--- src/rtl/dla_pkg.sv ---
package dla_pkg;

  localparam int FLAG_W = 6;

  // Raw flag layout, MSB first: bit5 eot .. bit0 cmd
  typedef struct packed {
    logic eot;
    logic unlock;
    logic lock;
    logic nwd;
    logic irq;
    logic cmd;
  } flags_t;

  // Decoded control after command-only gating
  typedef struct packed {
    logic is_cmd;
    logic want_int;
    logic stall;
    logic take_lock;
    logic drop_lock;
    logic last_beat;
  } ctl_t;

  function automatic ctl_t decode_flags(input flags_t f);
    ctl_t c;
    c.is_cmd    = f.cmd;
    c.want_int  = f.irq;
    c.stall     = f.cmd & f.nwd;
    c.take_lock = f.cmd & f.lock;
    c.drop_lock = f.cmd & f.unlock;
    c.last_beat = ~f.cmd & f.eot;
    return c;
  endfunction

  function automatic logic needs_done(input ctl_t c);
    return c.stall | c.drop_lock;
  endfunction

endpackage

--- src/rtl/dla_decode.sv ---
module dla_decode
  import dla_pkg::*;
(
  input  logic [FLAG_W-1:0] raw_flags,
  output ctl_t              ctl
);
  assign ctl = decode_flags(flags_t'(raw_flags));
endmodule

--- src/rtl/dla_rr_pick.sv ---
module dla_rr_pick #(
  parameter int N     = 6,
  parameter int IDX_W = 3
) (
  input  logic             clk,
  input  logic             rst_n,
  input  logic [N-1:0]     req,
  input  logic             advance,
  output logic [N-1:0]     grant_oh,
  output logic [IDX_W-1:0] grant_idx,
  output logic             grant_any
);
  logic [IDX_W-1:0] last_q;

  always_comb begin
    grant_idx = '0;
    grant_any = 1'b0;
    for (int k = 1; k <= N; k++) begin
      int idx;
      idx = (int'(last_q) + k) % N;
      if (!grant_any && req[idx]) begin
        grant_any = 1'b1;
        grant_idx = IDX_W'(idx);
      end
    end
    grant_oh = grant_any ? (N'(1) << grant_idx) : '0;
  end

  always_ff @(posedge clk) begin
    if (!rst_n)       last_q <= IDX_W'(N - 1);
    else if (advance) last_q <= grant_idx;
  end
endmodule

--- src/rtl/dla_lock_ctrl.sv ---
module dla_lock_ctrl
  import dla_pkg::*;
#(
  parameter int IDX_W = 3
) (
  input  logic             clk,
  input  logic             rst_n,
  input  logic             accept,
  input  logic [IDX_W-1:0] acc_idx,
  input  ctl_t             acc_ctl,
  input  logic             exe_done,
  output logic             lock_valid,
  output logic [IDX_W-1:0] lock_owner,
  output logic             wait_valid,
  output logic             wait_all,
  output logic             wait_int,
  output logic [IDX_W-1:0] wait_pipe,
  output logic             done_fire
);
  assign done_fire = exe_done & wait_valid;

  always_ff @(posedge clk) begin
    if (!rst_n) begin
      lock_valid <= 1'b0;
      lock_owner <= '0;
      wait_valid <= 1'b0;
      wait_all   <= 1'b0;
      wait_int   <= 1'b0;
      wait_pipe  <= '0;
    end else begin
      if (accept) begin
        if (acc_ctl.take_lock) begin
          lock_valid <= 1'b1;
          lock_owner <= acc_idx;
        end
        if (needs_done(acc_ctl)) begin
          wait_valid <= 1'b1;
          wait_all   <= acc_ctl.drop_lock;
          wait_int   <= acc_ctl.want_int;
          wait_pipe  <= acc_idx;
        end
      end
      // eligibility masking keeps accept from arming a wait while one is open
      if (done_fire) begin
        wait_valid <= 1'b0;
        wait_all   <= 1'b0;
        wait_int   <= 1'b0;
        if (wait_all) lock_valid <= 1'b0;
      end
    end
  end
endmodule

--- src/rtl/dla_irq_track.sv ---
module dla_irq_track
  import dla_pkg::*;
#(
  parameter int N     = 6,
  parameter int IDX_W = 3
) (
  input  logic             clk,
  input  logic             rst_n,
  input  logic             accept,
  input  logic [IDX_W-1:0] acc_idx,
  input  ctl_t             acc_ctl,
  input  logic             done_fire,
  input  logic             wait_int,
  input  logic [IDX_W-1:0] wait_pipe,
  input  logic [N-1:0]     irq_clear,
  output logic [N-1:0]     irq_pulse,
  output logic [N-1:0]     irq_status
);
  logic [N-1:0] set_vec;

  always_comb begin
    set_vec = '0;
    if (accept && acc_ctl.want_int && !needs_done(acc_ctl))
      set_vec[acc_idx] = 1'b1;
    if (done_fire && wait_int)
      set_vec[wait_pipe] = 1'b1;
  end

  always_ff @(posedge clk) begin
    if (!rst_n) begin
      irq_pulse  <= '0;
      irq_status <= '0;
    end else begin
      irq_pulse  <= set_vec;
      irq_status <= (irq_status & ~irq_clear) | set_vec;
    end
  end
endmodule

--- src/rtl/desc_lock_arbiter.sv ---
module desc_lock_arbiter
  import dla_pkg::*;
#(
  parameter int  NUM_HOSTS      = 2,
  parameter int  PIPES_PER_HOST = 3,
  parameter int  PAY_W          = 32,
  localparam int NUM_PIPES      = NUM_HOSTS * PIPES_PER_HOST,
  localparam int IDX_W          = (NUM_PIPES > 1) ? $clog2(NUM_PIPES) : 1,
  localparam int HOST_W         = (NUM_HOSTS > 1) ? $clog2(NUM_HOSTS) : 1
) (
  input  logic                        clk,
  input  logic                        rst_n,
  input  logic [NUM_PIPES-1:0]        pipe_valid,
  input  logic [NUM_PIPES*FLAG_W-1:0] pipe_flags,
  input  logic [NUM_PIPES*PAY_W-1:0]  pipe_payload,
  output logic [NUM_PIPES-1:0]        pipe_ready,
  output logic                        exe_valid,
  input  logic                        exe_ready,
  output logic [IDX_W-1:0]            exe_pipe,
  output logic [HOST_W-1:0]           exe_host,
  output logic                        exe_cmd,
  output logic                        exe_eot,
  output logic [PAY_W-1:0]            exe_payload,
  input  logic                        exe_done,
  output logic [NUM_PIPES-1:0]        irq_pulse,
  output logic [NUM_PIPES-1:0]        irq_status,
  input  logic [NUM_PIPES-1:0]        irq_clear,
  output logic                        lock_active,
  output logic [IDX_W-1:0]            lock_owner
);

  function automatic logic [HOST_W-1:0] host_of(input logic [IDX_W-1:0] p);
    return HOST_W'(int'(p) / PIPES_PER_HOST);
  endfunction

  ctl_t             ctl_arr [NUM_PIPES];
  logic [PAY_W-1:0] pay_arr [NUM_PIPES];
  logic [NUM_PIPES-1:0] eligible;
  logic [NUM_PIPES-1:0] grant_oh;
  logic [IDX_W-1:0]     grant_idx;
  logic                 grant_any;
  logic                 accept;
  ctl_t                 sel_ctl;

  // Named internal events, also observed by the bound checker
  logic             wait_active;
  logic             wait_all;
  logic             wait_int;
  logic [IDX_W-1:0] wait_pipe;
  logic             done_fire;

  for (genvar i = 0; i < NUM_PIPES; i++) begin : g_pipe
    logic lock_ok;
    logic wait_ok;

    dla_decode u_dec (
      .raw_flags (pipe_flags[i*FLAG_W +: FLAG_W]),
      .ctl       (ctl_arr[i])
    );

    assign pay_arr[i] = pipe_payload[i*PAY_W +: PAY_W];
    assign lock_ok    = !lock_active || (lock_owner == IDX_W'(i));
    assign wait_ok    = !wait_active ||
                        (!wait_all && (wait_pipe != IDX_W'(i)) && !needs_done(ctl_arr[i]));
    assign eligible[i] = pipe_valid[i] && lock_ok && wait_ok;
  end

  dla_rr_pick #(.N(NUM_PIPES), .IDX_W(IDX_W)) u_pick (
    .clk       (clk),
    .rst_n     (rst_n),
    .req       (eligible),
    .advance   (accept),
    .grant_oh  (grant_oh),
    .grant_idx (grant_idx),
    .grant_any (grant_any)
  );

  assign accept     = grant_any & exe_ready;
  assign pipe_ready = grant_oh & {NUM_PIPES{exe_ready}};
  assign sel_ctl    = ctl_arr[grant_idx];

  always_comb begin
    exe_valid   = grant_any;
    exe_pipe    = grant_idx;
    exe_host    = '0;
    exe_cmd     = 1'b0;
    exe_eot     = 1'b0;
    exe_payload = '0;
    if (grant_any) begin
      exe_host    = host_of(grant_idx);
      exe_cmd     = sel_ctl.is_cmd;
      exe_eot     = sel_ctl.last_beat;
      exe_payload = pay_arr[grant_idx];
    end
  end

  dla_lock_ctrl #(.IDX_W(IDX_W)) u_lock (
    .clk        (clk),
    .rst_n      (rst_n),
    .accept     (accept),
    .acc_idx    (grant_idx),
    .acc_ctl    (sel_ctl),
    .exe_done   (exe_done),
    .lock_valid (lock_active),
    .lock_owner (lock_owner),
    .wait_valid (wait_active),
    .wait_all   (wait_all),
    .wait_int   (wait_int),
    .wait_pipe  (wait_pipe),
    .done_fire  (done_fire)
  );

  dla_irq_track #(.N(NUM_PIPES), .IDX_W(IDX_W)) u_irq (
    .clk        (clk),
    .rst_n      (rst_n),
    .accept     (accept),
    .acc_idx    (grant_idx),
    .acc_ctl    (sel_ctl),
    .done_fire  (done_fire),
    .wait_int   (wait_int),
    .wait_pipe  (wait_pipe),
    .irq_clear  (irq_clear),
    .irq_pulse  (irq_pulse),
    .irq_status (irq_status)
  );

endmodule

--- config.mk ---
export PLATFORM = sky130hd
export DESIGN_NAME = desc_lock_arbiter
export DESIGN_NICKNAME = d
export VERILOG_FILES = /design/src/rtl/dla_pkg.sv /design/src/rtl/dla_decode.sv /design/src/rtl/dla_rr_pick.sv /design/src/rtl/dla_lock_ctrl.sv /design/src/rtl/dla_irq_track.sv /design/src/rtl/desc_lock_arbiter.sv
export SDC_FILE = /design/constraint.sdc
export NUM_CORES = 1
export LEC_CHECK = 0
export ABC_AREA = 1
export BUFFER_PORTS_ARGS = -buffer_cell sky130_fd_sc_hd__buf_2
export CORE_AREA = 5 5 115 117
export DETAILED_ROUTE_END_ITERATION = 6
export DIE_AREA = 0 0 120 122
export PLACE_DENSITY = 0.79
export REMOVE_ABC_BUFFERS = 1
export SYNTH_ARGS = -nofsm -noshare
export SYNTH_HDL_FRONTEND = slang
export SYNTH_SLANG_ARGS = --single-unit
--- constraint.sdc ---
create_clock -name clk -period 6.55 [get_ports clk]
set_clock_uncertainty 0.05 [all_clocks]
set_input_delay 0.655 -clock clk [delete_from_list [all_inputs] [get_ports clk]]
set_output_delay 0.655 -clock clk [all_outputs]
set_load 0.02 [all_outputs]
==> results of run 1 <==
-- worst max-delay path by stage --
stage,start,endpoint,slack [ps],depth (start not counted)
floorplan,u_pick.last_q[0],exe_payload[0],1230,21
global placement,u_pick.last_q[0],exe_payload[7],1430,29
detailed placement,u_pick.last_q[0],exe_payload[7],1380,29
CTS,u_pick.last_q[1],exe_payload[7],1080,28
global route,u_pick.last_q[1],exe_payload[7],630,26
finish,u_pick.last_q[0],exe_payload[29],1110,27
-- flip-flops by register name, indices dropped and copies added, names as in the netlist --
register,count
u_irq.irq_pulse,6
u_irq.irq_status,6
u_lock.lock_owner,3
u_lock.lock_valid,1
u_lock.wait_all,1
u_lock.wait_int,1
u_lock.wait_pipe,3
u_lock.wait_valid,1
u_pick.last_q,3
-- worst max-delay path, cell delays in order, from the launching register on --
cell     delay (ps)
dfxtp_1         530
inv_1           190
ha_1            250
inv_1            50
nand2_1          60
nand2_2         110
ha_1            240
nor2_1          100
nand2_1          60
nand2_1          90
nand3_1          80
nand2_1         110
inv_1            60
nand2_1          70
nand3_2         120
o21ai_0         260
nor2_1           80
nand2_2         100
nand2_4          90
nand2_4         240
inv_2           180
nor2_4          120
buf_4           360
inv_4           250
o22a_1          240
nand2_1          80
a21oi_1          90
buf_2           210
-- synthesized netlist by cell type, drive strengths merged --
cell type  instances
nor2              43
a21boi             6
nor3               3
nand3b            11
and2               1
a221oi             1
o21ai             17
a211oi             1
dfxtp             25
xor2               1
or2                1
o211ai             2
inv               63
a31oi              1
o22a              64
nand3            107
o22ai              2
buf               30
nand2            309
nand4             14
clkinv             1
a21oi             42
clkbuf             9
ha                10
-- cell families (layout without fill, tap and decap cells) --
kind of cell,Yosys count,count (layout),synth area share [%]
fa+ha+maj,10,10,2.90
other cells,0,5,0
simple gates,489,489,51.2
xor+xnor,1,1,0.203
flops,25,25,11.6
compound gates,136,136,23.0
buf+inv,103,376,11.0
-- layer usage --
layer | up-vias | track usage, %
li1 | 3117 | -
met1 | 2814 | 32.5
met2 | 333 | 47.2
met3 | 45 | 4.74
met4 | 4 | 8.09
met5 | - | 0
-- stage by stage --
step                hold slack [ps]  std cells
finish                          422       1192
global route                    444       1192
CTS                             423       1187
detailed placement              412       1183
global placement                405       1183
floorplan                       405        725
-- area by class of cell --
class,count,area (sq um)
Antenna cell,5,12.5
Clock inverter,1,7.51
Clock buffer,3,75.1
Inverter,64,245
Sequential cell,25,500
Multi-Input combinational cell,636,3330
Fill cell,1344,6350
Timing Repair Buffer,308,1550
Tap cell,150,188
==> impl_results.md, run 1 <==
- Met3 wire length: 1.89 mm
- Vias per cell: 5.30
- Most common cell after layout, fill and taps aside: buf_2
- Layout area overhead: 37.2%
- Core ar.: 12300 sq um
- Hold crit path type: reg2reg
- Total Routed Length: 20.9 mm
- Share of the yosys chip area belonging to registers: 11.6%
- Final Instance Area: 5910 sq um
- Synth warn: 0
- Most frequent cells in the layout: 304 x buf_2, 297 x nand2_1, 100 x nand3_1
- Reg2reg start: u_pick.last_q[0]
- Max-cap violations: 0
- Post-CTS Setup Bufs: 0
- DRT antenna net count: 0
- Synth cell types: 43
- Clk buf depth: 2
- 1st-iter DRT viols: 487
- Die height: 122 um
- Metal-1 WL: 7.86 mm
- WL met2: 10.5 mm
- Nets: 1292
- Final TNS setup: 0 ps
- Period utilization: 83.1%
- Worst Hold Depth: 2
- Clock Sinks: 25
- Share of layout cells above drive strength 1: 35.2%
- Worst-skew pair later-pin latency: 260 ps
- CTS tree: built
- Inserted Clock Buffers: 3
- Cell area after synthesis: 4310 sq um
- Highest Clock Rate: 0.184 GHz
- Die Wd: 120 um
- Crit path time final: 5440 ps
- Final Hold Fails: 0
- Setup WS post-layout: 1110 ps
- Final setup fails: 0
- Synth Instances: 764
- Routability Congestion: 0.993
- R2R Setup Slk: 1710 ps
- Number of synthesized register bits: 25
- I/O pin count: 305
- First-pass GRT wire length: 31.0 mm
- PortBufs: 304
- Arr. time, crit path: 4740 ps
- Vias: 6313
- DR top layer: met5
- GRT Total Usage: 26.5%
- Yosys top cell area share: 25.9%
- WL/cell: 17.5 um
- CP Capture Type: output pin
- RSZ-0062 raised after global routing: false
- Syn Area/Cell: 5.64 sq um
- Largest net degree at the start of global routing: 49
- GR Overflow Total: 0
- # H-tree levels: 1
- Number of global-route vias before repair: 5883
- Worst reg2reg path depth: 28
- Clock root buffer: clkbuf_16
- Post-CTS sizing: 0
- HP Start: u_irq.irq_status[1]
- Reg clk slew, reported paths: 70 ps
- FF-to-FF End: u_irq.irq_status[3]
- Initial Utilization: 35.1%
- Worst-path maximum fanout: 35
- Worst Tran Pin Value: 770 ps
- WP data required: 5840 ps
- Std-Cell Rows: 41
- Final core occ: 48.2%
- Initial antenna violation count: 7
- Startpoint Class: flop
- Status: completed
- Hold path endpoint: u_irq.irq_status[1]
- Final-report max-slew violation count: 0
- Die area: 14600 sq um
- CTS Hold Bufs: 0
- Pre-CTS WS: 1380 ps
- Post-DP HPWL: 17.1 mm
- Critical path type: reg2out
- Synth top area cells: nand2_1 26%, o22a_1 13%, dfxtp_1 12%
- Post-DP Area: 5820 sq um
- Remaining DRCs: 0
- Cell taking the most area after synthesis: nand2_1
- Total iterations of the first detailed-routing run: 6
- Slew margin rel.: 48.6%
Power of run 1 is left out: the tool's default activity adds up to more than one toggle a clock period on the data nets, which glitch-free logic cannot reach.
==> inputs of run 2 (changes only) <==
--- a/config.mk
+++ b/config.mk
@@ -10,7 +10,7 @@
 export CORE_AREA = 5 5 115 117
 export DETAILED_ROUTE_END_ITERATION = 6
 export DIE_AREA = 0 0 120 122
-export PLACE_DENSITY = 0.79
+export PLACE_DENSITY = 0.82
 export REMOVE_ABC_BUFFERS = 1
 export SYNTH_ARGS = -nofsm -noshare
 export SYNTH_HDL_FRONTEND = slang
==> constraint.sdc (replaced) <==
create_clock -name clk -period 4.6 [get_ports clk]
set_clock_uncertainty 0.05 [all_clocks]
set_input_delay 0.46 -clock clk [delete_from_list [all_inputs] [get_ports clk]]
set_output_delay 0.46 -clock clk [all_outputs]
set_load 0.02 [all_outputs]
==> impl_results.md, run 2 (synthesized netlist as in run 1, its figures left out) <==
- I/O pin count: 305 (unchanged)
- Number of global-route vias before repair: 6061 (+3.0%)
- Number of fill cells: 1287 (-4.2%)
- Most frequent CP cell: nand2_1
- Clk buf depth: 2 (unchanged)
- Arr. time, crit path: 3870 ps (-870 ps)
- GRT busiest layer: met2
- Max stage delay on crit path: 380 ps (-150 ps)
- Std-Cell Rows: 41 (unchanged)
- Vias: 6590 (+4.4%)
- Hold crit path type: in2reg
- Largest net degree at the start of global routing: 36 (-27%)
- DRT antenna net count: 0 (unchanged)
- CTS tree: built
- PortBufs: 304 (unchanged)
- Most common cell after layout, fill and taps aside: nand2_1
- Die height: 122 um (unchanged)
- Critical path type: reg2out
- Clock root buffer: clkbuf_16
- Worst reg2reg path depth: 26 (-7.1%)
- Routability Congestion: 0.988 (-0.43%)
- Final Hold Fails: 0 (unchanged)
- GR Overflow Total: 0 (unchanged)
- Status: completed
- Crit path time final: 4380 ps
- Clock Sinks: 25 (unchanged)
- Vias per cell: 5.39 (+1.8%)
- First-pass GRT wire length: 32.7 mm (+5.5%)
- CP Capture Type: output pin
- WP data required: 4090 ps (-1750 ps)
- Final setup fails: 0 (unchanged)
- Most frequent cells in the layout: 294 x nand2_1, 290 x buf_2, 99 x nand3_1
- Post-DP HPWL: 18.7 mm (+9.7%)
- Slowest CP cell: dfxtp_4
- Layout area overhead: 49.5%
- M2 GR Usage: 45.4% (-1.8 points)
- Met1 GRT Util: 35.9% (+3.3 points)
- Inserted Clock Buffers: 3 (unchanged)
- Startpoint Class: flop
- GRT Total Usage: 28.2% (+1.7 points)
- Nets: 1326 (+2.6%)
- 1st-iter DRT viols: 480 (-1.4%)
- Share of layout cells above drive strength 1: 39.8% (+4.6 points)
- Initial antenna violation count: 5 (-2)
- Worst-path maximum fanout: 9 (-74%)
- Core ar.: 12300 sq um (unchanged)
- Die area: 14600 sq um (unchanged)
- Total Routed Length: 22.8 mm (+9.3%)
- Worst-skew pair later-pin latency: 270 ps (about the same)
- RSZ-0062 raised after global routing: true
- Slew margin rel.: 71.5% (+23 points)
- Highest Clock Rate: 0.228 GHz
- Final TNS setup: 0 ps (unchanged)
- Initial Utilization: 35.1% (unchanged)
- Largest regs: u_irq.irq_pulse: 6 flops, u_irq.irq_status: 6 flops
- Total iterations of the first detailed-routing run: 5 (-1)
- Period utilization: 95.2%
- Reg clk slew, reported paths: 70 ps (about the same)
- GRT met3 Usage: 7.61% (+2.9 points)
- Max-cap violations: 0 (unchanged)
- Die Wd: 120 um (unchanged)
- WL/cell: 18.7 um (+6.7%)
- Worst Tran Pin Value: 426 ps (-344 ps)
- # H-tree levels: 1 (unchanged)
- Remaining DRCs: 0 (unchanged)
- Worst Hold Depth: 3 (+1)
- Final-report max-slew violation count: 0 (unchanged)
-- run 2: path summary, 6_finish.rpt --
kind / end / slack (ps) / start
max: exe_payload[18] / 220 / u_pick.last_q[1]
min reg2reg: u_irq.irq_status[1] / 420 / u_irq.irq_status[1]
max reg2reg: u_irq.irq_status[3] / 560 / u_pick.last_q[1]
min: u_irq.irq_status[5] / 390 / irq_clear[5]
-- run 2: layout make-up --
class                   count  area, sq um  area share, %
multi-input cells         636         3430           53.3
repair buffers            340         1940           30.1
flip-flops and latches     25          507           7.87
inverters                  64          260           4.04
well taps                 150          188           2.91
clock buffers               3         75.1           1.17
repair inverters            2         27.5          0.427
clock inverters             1         7.51          0.117
diodes                      1         2.50         0.0388
-- run 2: metrics by stage --
stage               instance area, sq um  std cells  utilization, %  setup WS [ps]  hold WS (ps)
floorplan                           4080        725               -           -522           405
global placement                    6050       1206            49.4            157           405
detailed placement                  6050       1206            49.4           41.1           406
CTS                                 6180       1211            50.4           52.1           386
global route                        6440       1222            52.5          -18.9           411
finish                              6440       1222            52.5            220           388
-- run 2: critical path: cells and delay by family, from the launching register on --
family / cells / cell delay (ps)
simple gates: 15 / 1370
buf+inv: 8 / 910
fa+ha+maj: 2 / 510
compound gates: 3 / 420
flops: 1 / 380
-- run 2: what timing repair did --
action,4_1_cts,5_1_grt
buffers inserted,1,7
hold endpoints to repair,0,0
gates cloned,0,3
endpoints found under the setup margin,34,53
hold buffers,0,0
pin swaps,2,10
resized for setup,12,50
-- run 2: per-layer routing --
| layer | up-vias | wire (um) |
|---|---|---|
| met5 | - | 57 |
| met4 | 8 | 913 |
| met3 | 68 | 2320 |
| met2 | 361 | 10600 |
| met1 | 2976 | 8930 |
| li1 | 3177 | - |
Power of run 2 is left out for the same reason.
